## src/rtl/seg_buf_pkg.sv

```systemverilog
package seg_buf_pkg;
  localparam int unsigned SEG_DATA_W = 10;
  localparam int unsigned SEG_DEPTH  = 8;

  typedef enum logic [1:0] {
    OP_HOLD  = 2'd0,
    OP_CAPT  = 2'd1,
    OP_CLEAR = 2'd2,
    OP_SCAN  = 2'd3
  } seg_op_e;
endpackage

```

## src/rtl/seg_buf_entry.sv

```systemverilog
module seg_buf_entry #(
  parameter int unsigned DATA_W = 10
) (
  input  logic              clk,
  input  logic              rst_n,
  input  logic              scan_sel,
  input  logic              shift_sel,
  input  logic [DATA_W-1:0] scan_d,
  input  logic [DATA_W-1:0] shift_d,
  output logic [DATA_W-1:0] q
);
  logic [DATA_W-1:0] q_nxt;

  always_comb begin
    q_nxt = q;
    if (scan_sel)       q_nxt = scan_d;
    else if (shift_sel) q_nxt = shift_d;
  end

  always_ff @(posedge clk or negedge rst_n) begin
    if (!rst_n) q <= '0;
    else        q <= q_nxt;
  end
endmodule

```

## src/rtl/seg_hit_counter.sv

```systemverilog
module seg_hit_counter #(
  parameter int unsigned LIMIT = 8,
  parameter int unsigned CNT_W = $clog2(LIMIT + 1)
) (
  input  logic             clk,
  input  logic             rst_n,
  input  logic             load,
  input  logic [CNT_W-1:0] load_val,
  input  logic             clear,
  input  logic             inc,
  output logic [CNT_W-1:0] cnt
);
  localparam logic [CNT_W-1:0] MAXV = CNT_W'(LIMIT);
  logic [CNT_W-1:0] cnt_nxt;

  always_comb begin
    cnt_nxt = cnt;
    if (load)                      cnt_nxt = load_val;
    else if (clear)                cnt_nxt = '0;
    else if (inc && (cnt != MAXV)) cnt_nxt = cnt + 1'b1;
  end

  always_ff @(posedge clk or negedge rst_n) begin
    if (!rst_n) cnt <= '0;
    else        cnt <= cnt_nxt;
  end
endmodule

```

## src/rtl/seg_line_buf.sv

```systemverilog
module seg_line_buf
  import seg_buf_pkg::*;
#(
  parameter int unsigned DATA_W = SEG_DATA_W,
  parameter int unsigned DEPTH  = SEG_DEPTH
) (
  input  logic                          clk,
  input  logic                          rst_n,
  input  logic                          frame_start,
  input  logic                          cap_stb,
  input  logic [DATA_W-1:0]             bus_word,
  input  logic                          bus_valid,
  input  logic                          tok_back,
  input  logic                          scan_en,
  input  logic [DEPTH*DATA_W-1:0]       scan_in_data,
  input  logic [$clog2(DEPTH+1)-1:0]    scan_in_cnt,
  output logic [DEPTH*DATA_W-1:0]       scan_out_data,
  output logic [$clog2(DEPTH+1)-1:0]    scan_out_cnt
);
  localparam int unsigned CNT_W = $clog2(DEPTH + 1);

  seg_op_e op;

  // Scan wins, then frame clear, then token-clock capture.
  always_comb begin
    if (scan_en)          op = OP_SCAN;
    else if (frame_start) op = OP_CLEAR;
    else if (cap_stb)     op = OP_CAPT;
    else                  op = OP_HOLD;
  end

  logic do_scan, do_shift, do_clear, do_inc;
  assign do_scan  = (op == OP_SCAN);
  assign do_shift = (op == OP_CAPT);
  assign do_clear = (op == OP_CLEAR);
  assign do_inc   = do_shift && bus_valid && !tok_back;

  logic [DATA_W-1:0] q [DEPTH];

  genvar gi;
  generate
    for (gi = 0; gi < DEPTH; gi++) begin : g_ent
      logic [DATA_W-1:0] feed;
      if (gi == 0) begin : g_head
        assign feed = bus_word;
      end else begin : g_body
        assign feed = q[gi-1];
      end
      seg_buf_entry #(.DATA_W(DATA_W)) u_ent (
        .clk      (clk),
        .rst_n    (rst_n),
        .scan_sel (do_scan),
        .shift_sel(do_shift),
        .scan_d   (scan_in_data[gi*DATA_W +: DATA_W]),
        .shift_d  (feed),
        .q        (q[gi])
      );
      assign scan_out_data[gi*DATA_W +: DATA_W] = q[gi];
    end
  endgenerate

  seg_hit_counter #(.LIMIT(DEPTH), .CNT_W(CNT_W)) u_cnt (
    .clk     (clk),
    .rst_n   (rst_n),
    .load    (do_scan),
    .load_val(scan_in_cnt),
    .clear   (do_clear),
    .inc     (do_inc),
    .cnt     (scan_out_cnt)
  );
endmodule

```

## config.mk

```make
export PLATFORM = sky130hd
export DESIGN_NAME = seg_line_buf
export DESIGN_NICKNAME = d
export VERILOG_FILES = /design/src/rtl/seg_buf_pkg.sv /design/src/rtl/seg_buf_entry.sv /design/src/rtl/seg_hit_counter.sv /design/src/rtl/seg_line_buf.sv
export SDC_FILE = /design/constraint.sdc
export NUM_CORES = 1
export LEC_CHECK = 0
export ABC_AREA = 1
export BUFFER_PORTS_ARGS = -buffer_cell sky130_fd_sc_hd__buf_4
export CORE_MARGIN = 2
export CORE_UTILIZATION = 46
export CTS_BUF_LIST = sky130_fd_sc_hd__clkbuf_16
export DETAILED_ROUTE_END_ITERATION = 8
export GPL_ROUTABILITY_DRIVEN = 1
export PLACE_DENSITY = 0.9
export SYNTH_ARGS = -nofsm -noshare
export SYNTH_HDL_FRONTEND = slang
export SYNTH_SLANG_ARGS = --single-unit
```

## constraint.sdc

```tcl
create_clock -name clk -period 1.6 [get_ports clk]
set_input_delay 0.24 -clock clk [delete_from_list [all_inputs] [get_ports clk]]
set_output_delay 0.24 -clock clk [all_outputs]
set_load 0.005 [all_outputs]
```

==> results of run 1 <==
==> layer usage <==
metal	wire length (um)	track usage (%)	vias to the layer above	share of wire (%)
met5	0	0	-	0
met4	185	7.37	0	1.7
met3	740	5.14	14	6.7
met2	5610	42.3	166	51
met1	4520	32.7	1772	41
li1	-	-	1715	-
==> worst max-delay path: cells and delay by family, from the launching register on <==
| family | cells | cell delay, ns |
|---|---|---|
| compound gates | 1 | 0.08 |
| fa+ha+maj | 1 | 0.16 |
| buf+inv | 1 | 0.12 |
| flops | 1 | 0.43 |
| simple gates | 4 | 0.44 |
==> worst paths after layout <==
path	start	endpoint	cells past startpoint
setup / recovery	u_cnt.cnt[0]	u_cnt.cnt[0]	7
hold / removal	bus_word[4]	g_ent[0].u_ent.q[4]	3
setup reg to reg	u_cnt.cnt[0]	u_cnt.cnt[0]	7
hold reg to reg	g_ent[7].u_ent.q[1]	g_ent[7].u_ent.q[1]	2
max in group asynchronous	rst_n	u_cnt.cnt[0]	3
min in group asynchronous	rst_n	g_ent[0].u_ent.q[4]	3
==> kinds of logic (layout without fill, tap and decap cells) <==
kind of cell,Yosys count,after routing,share of synthesized area (%)
AOI/OAI and AO/OA,92,92,18.0
adders and majority gates,2,2,0.654
buffers and inverters,52,235,7.76
DFF,84,84,55.0
and+or+nand+nor,174,174,18.6
==> layout by cell type, fill, tap and decap left out <==
cell type,count
nand2_4,2
nand2_1,153
inv_4,1
o211ai_1,9
o211ai_2,10
a22oi_1,52
ha_1,2
nor2_4,1
dfrtp_1,84
nand3_1,14
inv_1,25
inv_6,1
clkinv_4,3
clkinv_1,3
nor2_1,2
bufinv_16,1
inv_2,1
buf_12,4
buf_4,186
clkbuf_16,9
o21ai_0,21
nand4_1,1
dlygate4sd3_1,1
nor2_8,1
==> layout make-up <==
class	instances	share of cell area, %
sequential	84	37.9
clock inverter	7	1.22
timing repair buffer	191	26.8
clock buffer	9	4.06
tap	105	2.37
multi-input combinational	268	25.7
inverter	28	2.03
==> sequential cells by signal (all words and copies together), names as in the netlist <==
name	count
g_ent.u_ent.q	80
u_cnt.cnt	4
==> report_power, final <==
group	internal, mW	switching, mW	leakage [nW]
clock	1.20	0.820	0.142
sequential	2.35	0.192	1.03
combinational	0.595	0.489	1.71
total	4.14	1.50	2.88
==> stage by stage <==
stage | power (mW) | cell area, um2 | setup WS (ns) | hold slack, ns | util, %
finish | 5.64 | 5550 | 0.246 | 0.134 | 68.2
global route | 5.93 | 5550 | 0.148 | 0.138 | 68.2
CTS | 5.69 | 5550 | 0.256 | 0.130 | 68.2
detailed placement | 3.67 | 5250 | 0.245 | 0.309 | 64.5
global placement | 3.62 | 5250 | 0.334 | 0.305 | 64.5
floorplan | 2.95 | 3820 | 0.453 | -0.0556 | -
==> what timing repair did <==
item                                    CTS  global route
endpoints found under the setup margin    0             0
hold buffers                              1             0
hold endpoints to repair                 84             0
==> results.cfg, run 1 <==
[run_status]
status = finished clean

[critical_path]
path_cells = inv_1, ha_1, nand3_1, nand3_1, nand2_1, nand2_1, o21ai_0
cp-start-kind = flip-flop
criticalPathCategory = flip-flop to flip-flop
cp.arrival_ns = 1.55
rrSetupSlack_ns = 0.25
cp_slowest_cell = dfrtp_1
endpoint_kind = flip-flop
cp_data_required_time_ns = 1.79
worst-path-max-fanout = 7
slowest_delay_ns = 0.43

[power_and_ir_drop]
p_leak_nw = 2.88
p_per_area_nw_per_um2 = 1020
max-vdd-ir-drop_uv = 475

[placed_design]
dp.cells = 675
place_congestion = 0.797
io_buffer_count = 184
dp_hpwl_um = 7990

[drt]
wl_um = 11100
drc_errors = 0
vias = 3667
ant_nets = 0
drt-pass1-iter-count = 5
post_drt_wl_per_cell_um = 16.0
drt_iter0_markers = 214
viasPerCell = 5.30

[synth]
yosysTopAreaCellShare_pct = 55.0
ys_seq_area_share_pct = 55.0
syn_nets = 507
synth_area_leaders = dfrtp_1 55%, nand2_1 15%, a22oi_1 10%, o211ai_2 3.3%, buf_6 2.9%
synth_cell_types = 22
synth_async_sr_flop_share_pct = 100
synth-seq-cells = 84
synth_top_flop_cell = dfrtp_1
syn_area_um2 = 3820
syn_inst = 404
synth_top_cell_by_area = dfrtp_1
synth_edf_count = 0
synth.top_cells.by_count = 153 x nand2_1, 84 x dfrtp_1, 52 x a22oi_1
postSynthAreaPerCell_um2 = 9.46
yosys_warnings = 0
yosysMostFrequentCell = nand2_1

[clocking]
cts_tree = built
htree_levels = 3
cts_setup_buffers = 0
clockRootBuffer = clkbuf_16
clock_path_buffers = 2
clock-sinks = 84
cts_resized = 0
clk_pin_slew_ns = 0.06
clkLatencyLatePin_ns = 0.32
cts_buffers = 9

[cells_and_area]
multi_input_area_um2 = 1430
nets = 685
fillers = 655
seq_area_um2 = 2100
stdcell_count = 692
area_growth_pct = 45.2
n_antenna_cell = 0
drive_gt1_share_pct = 37.5

[sta]
setup_viol = 0
fmax_ghz = 0.739
worstMarginPinSlew_ns = 0.467
layout_min_cycle_time_ns = 1.35
tns_ns = 0
rsz0062_at_grt = no
skew_ns = 0.00755
min_period_over_period_pct = 84.6
finalHoldViolations = 0
slew-limit-headroom_pct = 68.8
drv_slew = 0

[floorplan]
io_pins = 185
initial_core_util_pct = 47.0
row_count = 33
core_um2 = 8130
die_area_um2 = 9060
die-width_um = 95.2
dieHeight_um = 95.2

[global_routing]
overflow = 0
grt_pass1_wl_um = 17600
grt_pass1_vias = 3628
antenna_found_initial = 0
grt_max_degree = 85
track_usage_pct = 25.1

[worst_hold_path]
hold_path.class = input port to flip-flop

[job]
cap_violations = 0
(Power assumes the default switching activity.)
==> run 2, diff against run 1 <==
--- a/config.mk
+++ b/config.mk
@@ -5,10 +5,10 @@
 export SDC_FILE = /design/constraint.sdc
 export NUM_CORES = 1
 export LEC_CHECK = 0
-export ABC_AREA = 1
+export ABC_AREA = 0
 export BUFFER_PORTS_ARGS = -buffer_cell sky130_fd_sc_hd__buf_4
 export CORE_MARGIN = 2
-export CORE_UTILIZATION = 46
+export CORE_UTILIZATION = 47
 export CTS_BUF_LIST = sky130_fd_sc_hd__clkbuf_16
 export DETAILED_ROUTE_END_ITERATION = 8
 export GPL_ROUTABILITY_DRIVEN = 1
==> constraint.sdc (replaced) <==
create_clock -name clk -period 1.3 [get_ports clk]
set_input_delay 0.195 -clock clk [delete_from_list [all_inputs] [get_ports clk]]
set_output_delay 0.195 -clock clk [all_outputs]
set_load 0.005 [all_outputs]
==> results.cfg, run 2 <==
[global_routing]
antenna_found_initial = 0
overflow = 0
grt_max_degree = 108
track_usage_pct = 22.7
grt_pass1_vias = 3179
grt_pass1_wl_um = 16100

[run_status]
violations = negative setup slack
status = finished with violations

[power_and_ir_drop]
comb_power_share_pct = 20.3
sw_frac_of_total_pct = 26.6
power_frac_clock_pct = 33.4
p_leak_nw = 2.80
p_sw_mw = 1.81
seqPwrFrac_pct = 46.3
p_per_area_nw_per_um2 = 1170
power_mw = 6.78
internal_power_mw = 4.98
max-vdd-ir-drop_uv = 746

[clocking]
clock-sinks = 84
cts_setup_buffers = 0
cts_tree = built
clkLatencyLatePin_ns = 0.32
clock_path_buffers = 2
cts_buffers = 9
clockRootBuffer = clkbuf_16
clk_pin_slew_ns = 0.06
htree_levels = 3

[cells_and_area]
nets = 664
drive_gt1_share_pct = 38.3
layout_commonest_cell = buf_4
n_antenna_cell = 0
top_register = g_ent.u_ent.q
fillers = 622
reg_top3 = g_ent.u_ent.q: 80 flops, u_cnt.cnt: 4 flops
area_growth_pct = 44.2
finish.utilization_pct = 70.2
largest_reg_flops = 80
mostFrequentLayoutCells = 191 x buf_4, 87 x nand2_1, 84 x dfrtp_1, 80 x mux2i_1, 55 x o21ai_0
stdcell_count = 671

[placed_design]
place_congestion = 0.832
io_buffer_count = 184
dp_hpwl_um = 7930
dp.cells = 654

[synth]
syn_area_um2 = 4020
synth.top_cells.by_count = 87 x nand2_1, 84 x dfrtp_1, 80 x mux2i_1
yosysMostFrequentCell = nand2_1
synth_cell_types = 25
synth-compound-area-share_pct = 11.5
yosysTopAreaCellShare_pct = 52.3
syn_nets = 482
synth_top_family_by_area = multiplexers
synth_top_cell_by_area = dfrtp_1
synthMuxAreaShare_pct = 19.9
yosys_warnings = 0
synth_xor_area_share_pct = 0
synth_edf_count = 0
synth_top_flop_cell = dfrtp_1
synth_async_sr_flop_share_pct = 100
yosys.area_share.simple_pct = 10.3
synth_fa_ha_area_share_pct = 0.622
syn_inst = 379
postSynthAreaPerCell_um2 = 10.6
ys_seq_area_share_pct = 52.3
synth_area_leaders = dfrtp_1 52%, mux2i_1 20%, nand2_1 8.1%, o21ai_0 6.8%, o21ai_1 3.1%
synth-seq-cells = 84

[drt]
wl_um = 10600
drt_iter0_markers = 108
drc_errors = 0
drt-pass1-iter-count = 4
vias = 3442
post_drt_wl_per_cell_um = 15.8
viasPerCell = 5.13
ant_nets = 0

[sta]
whs_ns = 0.0764
fmax_ghz = 0.745
setup_ws_ns = -0.0415
skew_ns = 0.00781
setup_viol = 1
min_period_over_period_pct = 103
rsz0062_at_grt = yes
finalHoldViolations = 0
drv_slew = 0
layout_min_cycle_time_ns = 1.34
worstMarginPinSlew_ns = 0.500
slew-limit-headroom_pct = 66.6

[critical_path]
cp-start-kind = flip-flop
cp_slowest_cell = dfrtp_1
worst-path-max-fanout = 3
path_cells = inv_2, ha_1, nand3b_1, a2111oi_4, a211oi_2
slowest_delay_ns = 0.41
crit_family = compound AO/OA/AOI/OAI gates
cp.arrival_ns = 1.54
endpoint_kind = flip-flop
path_buf_inv = 1
cp_data_required_time_ns = 1.50
criticalPathCategory = flip-flop to flip-flop

[floorplan]
initial_core_util_pct = 48.7
io_pins = 185
die-width_um = 96.5
core_um2 = 8260
die_area_um2 = 9310
row_count = 33
dieHeight_um = 96.5

[job]
cap_violations = 0

[worst_hold_path]
hold_path.class = input port to flip-flop
## run 2: cell types whose count changed after synthesis, sizes merged, moves of 2 or more
| cell | before | now |
|---|---|---|
| buf | 22 | 13 |
| nand2 | 155 | 87 |
| and2 | 0 | 2 |
| inv | 28 | 2 |
| a211oi | 0 | 2 |
| mux2i | 0 | 80 |
| o211ai | 19 | 3 |
| a22oi | 52 | 0 |
| clkbuf | 2 | 14 |
| o21ai | 21 | 80 |
| nor2 | 4 | 1 |
| nand3 | 14 | 0 |
## run 2: cell families (layout without fill, tap and decap cells)
kind of cell,Yosys count,after routing
AND/OR/NAND/NOR,97,97
adder cells (fa/ha/maj),2,2
buffers and inverters,29,216
multiplexers,80,80
flip-flops,84,84
AO/OA/AOI/OAI,87,87
## run 2: area by class of cell
class | count | area, um2 | share of cell area (%)
clock inverter | 7 | 42.5 | 0.734
inverter | 2 | 7.51 | 0.129
multi-input combinational | 266 | 1730 | 29.8
clock buffer | 9 | 225 | 3.88
sequential | 84 | 2100 | 36.2
tap | 105 | 131 | 2.27
timing repair buffer | 198 | 1560 | 27.0
## run 2: final timing paths
check                                    startpoint                   to  slack (ns)  depth (start not counted)
worst max-delay path                   u_cnt.cnt[0]         u_cnt.cnt[2]       -0.04                          5
worst max register to register         u_cnt.cnt[0]         u_cnt.cnt[2]       -0.04                          5
max in group asynchronous                     rst_n  g_ent[4].u_ent.q[4]        0.48                          3
worst min register to register  g_ent[7].u_ent.q[4]  g_ent[7].u_ent.q[4]        0.58                          2
worst min-delay path                scan_in_data[1]  g_ent[0].u_ent.q[1]        0.08                          3
min in group asynchronous                     rst_n  g_ent[7].u_ent.q[6]        0.32                          2
## run 2: through the flow
| stage | setup WS, ns | setup TNS (ns) | instance area [um2] |
|---|---|---|---|
| after floorplan | 0.0163 | 0 | 4030 |
| after global placement | 0.0452 | 0 | 5510 |
| after detailed placement | -0.0363 | -0.0847 | 5510 |
| after CTS | -0.0245 | -0.0427 | 5800 |
| after global routing | -0.104 | -0.227 | 5800 |
| final | -0.0415 | -0.0415 | 5800 |
## run 2: power groups by stage
| stage | clock [mW] | combinational [mW] | sequential, mW |
|---|---|---|---|
| after floorplan | 0 | 0.541 | 3.13 |
| after global placement | 0 | 1.33 | 3.17 |
| after detailed placement | 0 | 1.38 | 3.18 |
| after CTS | 2.33 | 1.39 | 3.14 |
| after global routing | 2.47 | 1.52 | 3.17 |
| final | 2.27 | 1.38 | 3.14 |
## run 2: timing repair
action,CTS,global route
pin swaps,0,1
resized for setup,2,1
setup endpoints to repair,1,3
hold buffers,1,0
hold endpoints to repair,23,0
## run 2: worst min-delay path, stage by stage
cell,delay [ns]
buf_4,0.08
nand2_1,0.04
o21ai_0,0.05
## run 2: routing by layer
layer  routed length, um  vias to the layer above  track usage [%]
met5                   0                        -                0
met4                  62                        0             5.40
met3                 712                        4             5.74
met2                5350                      119             37.7
met1                4460                     1642             29.9
li1                    -                     1677                -
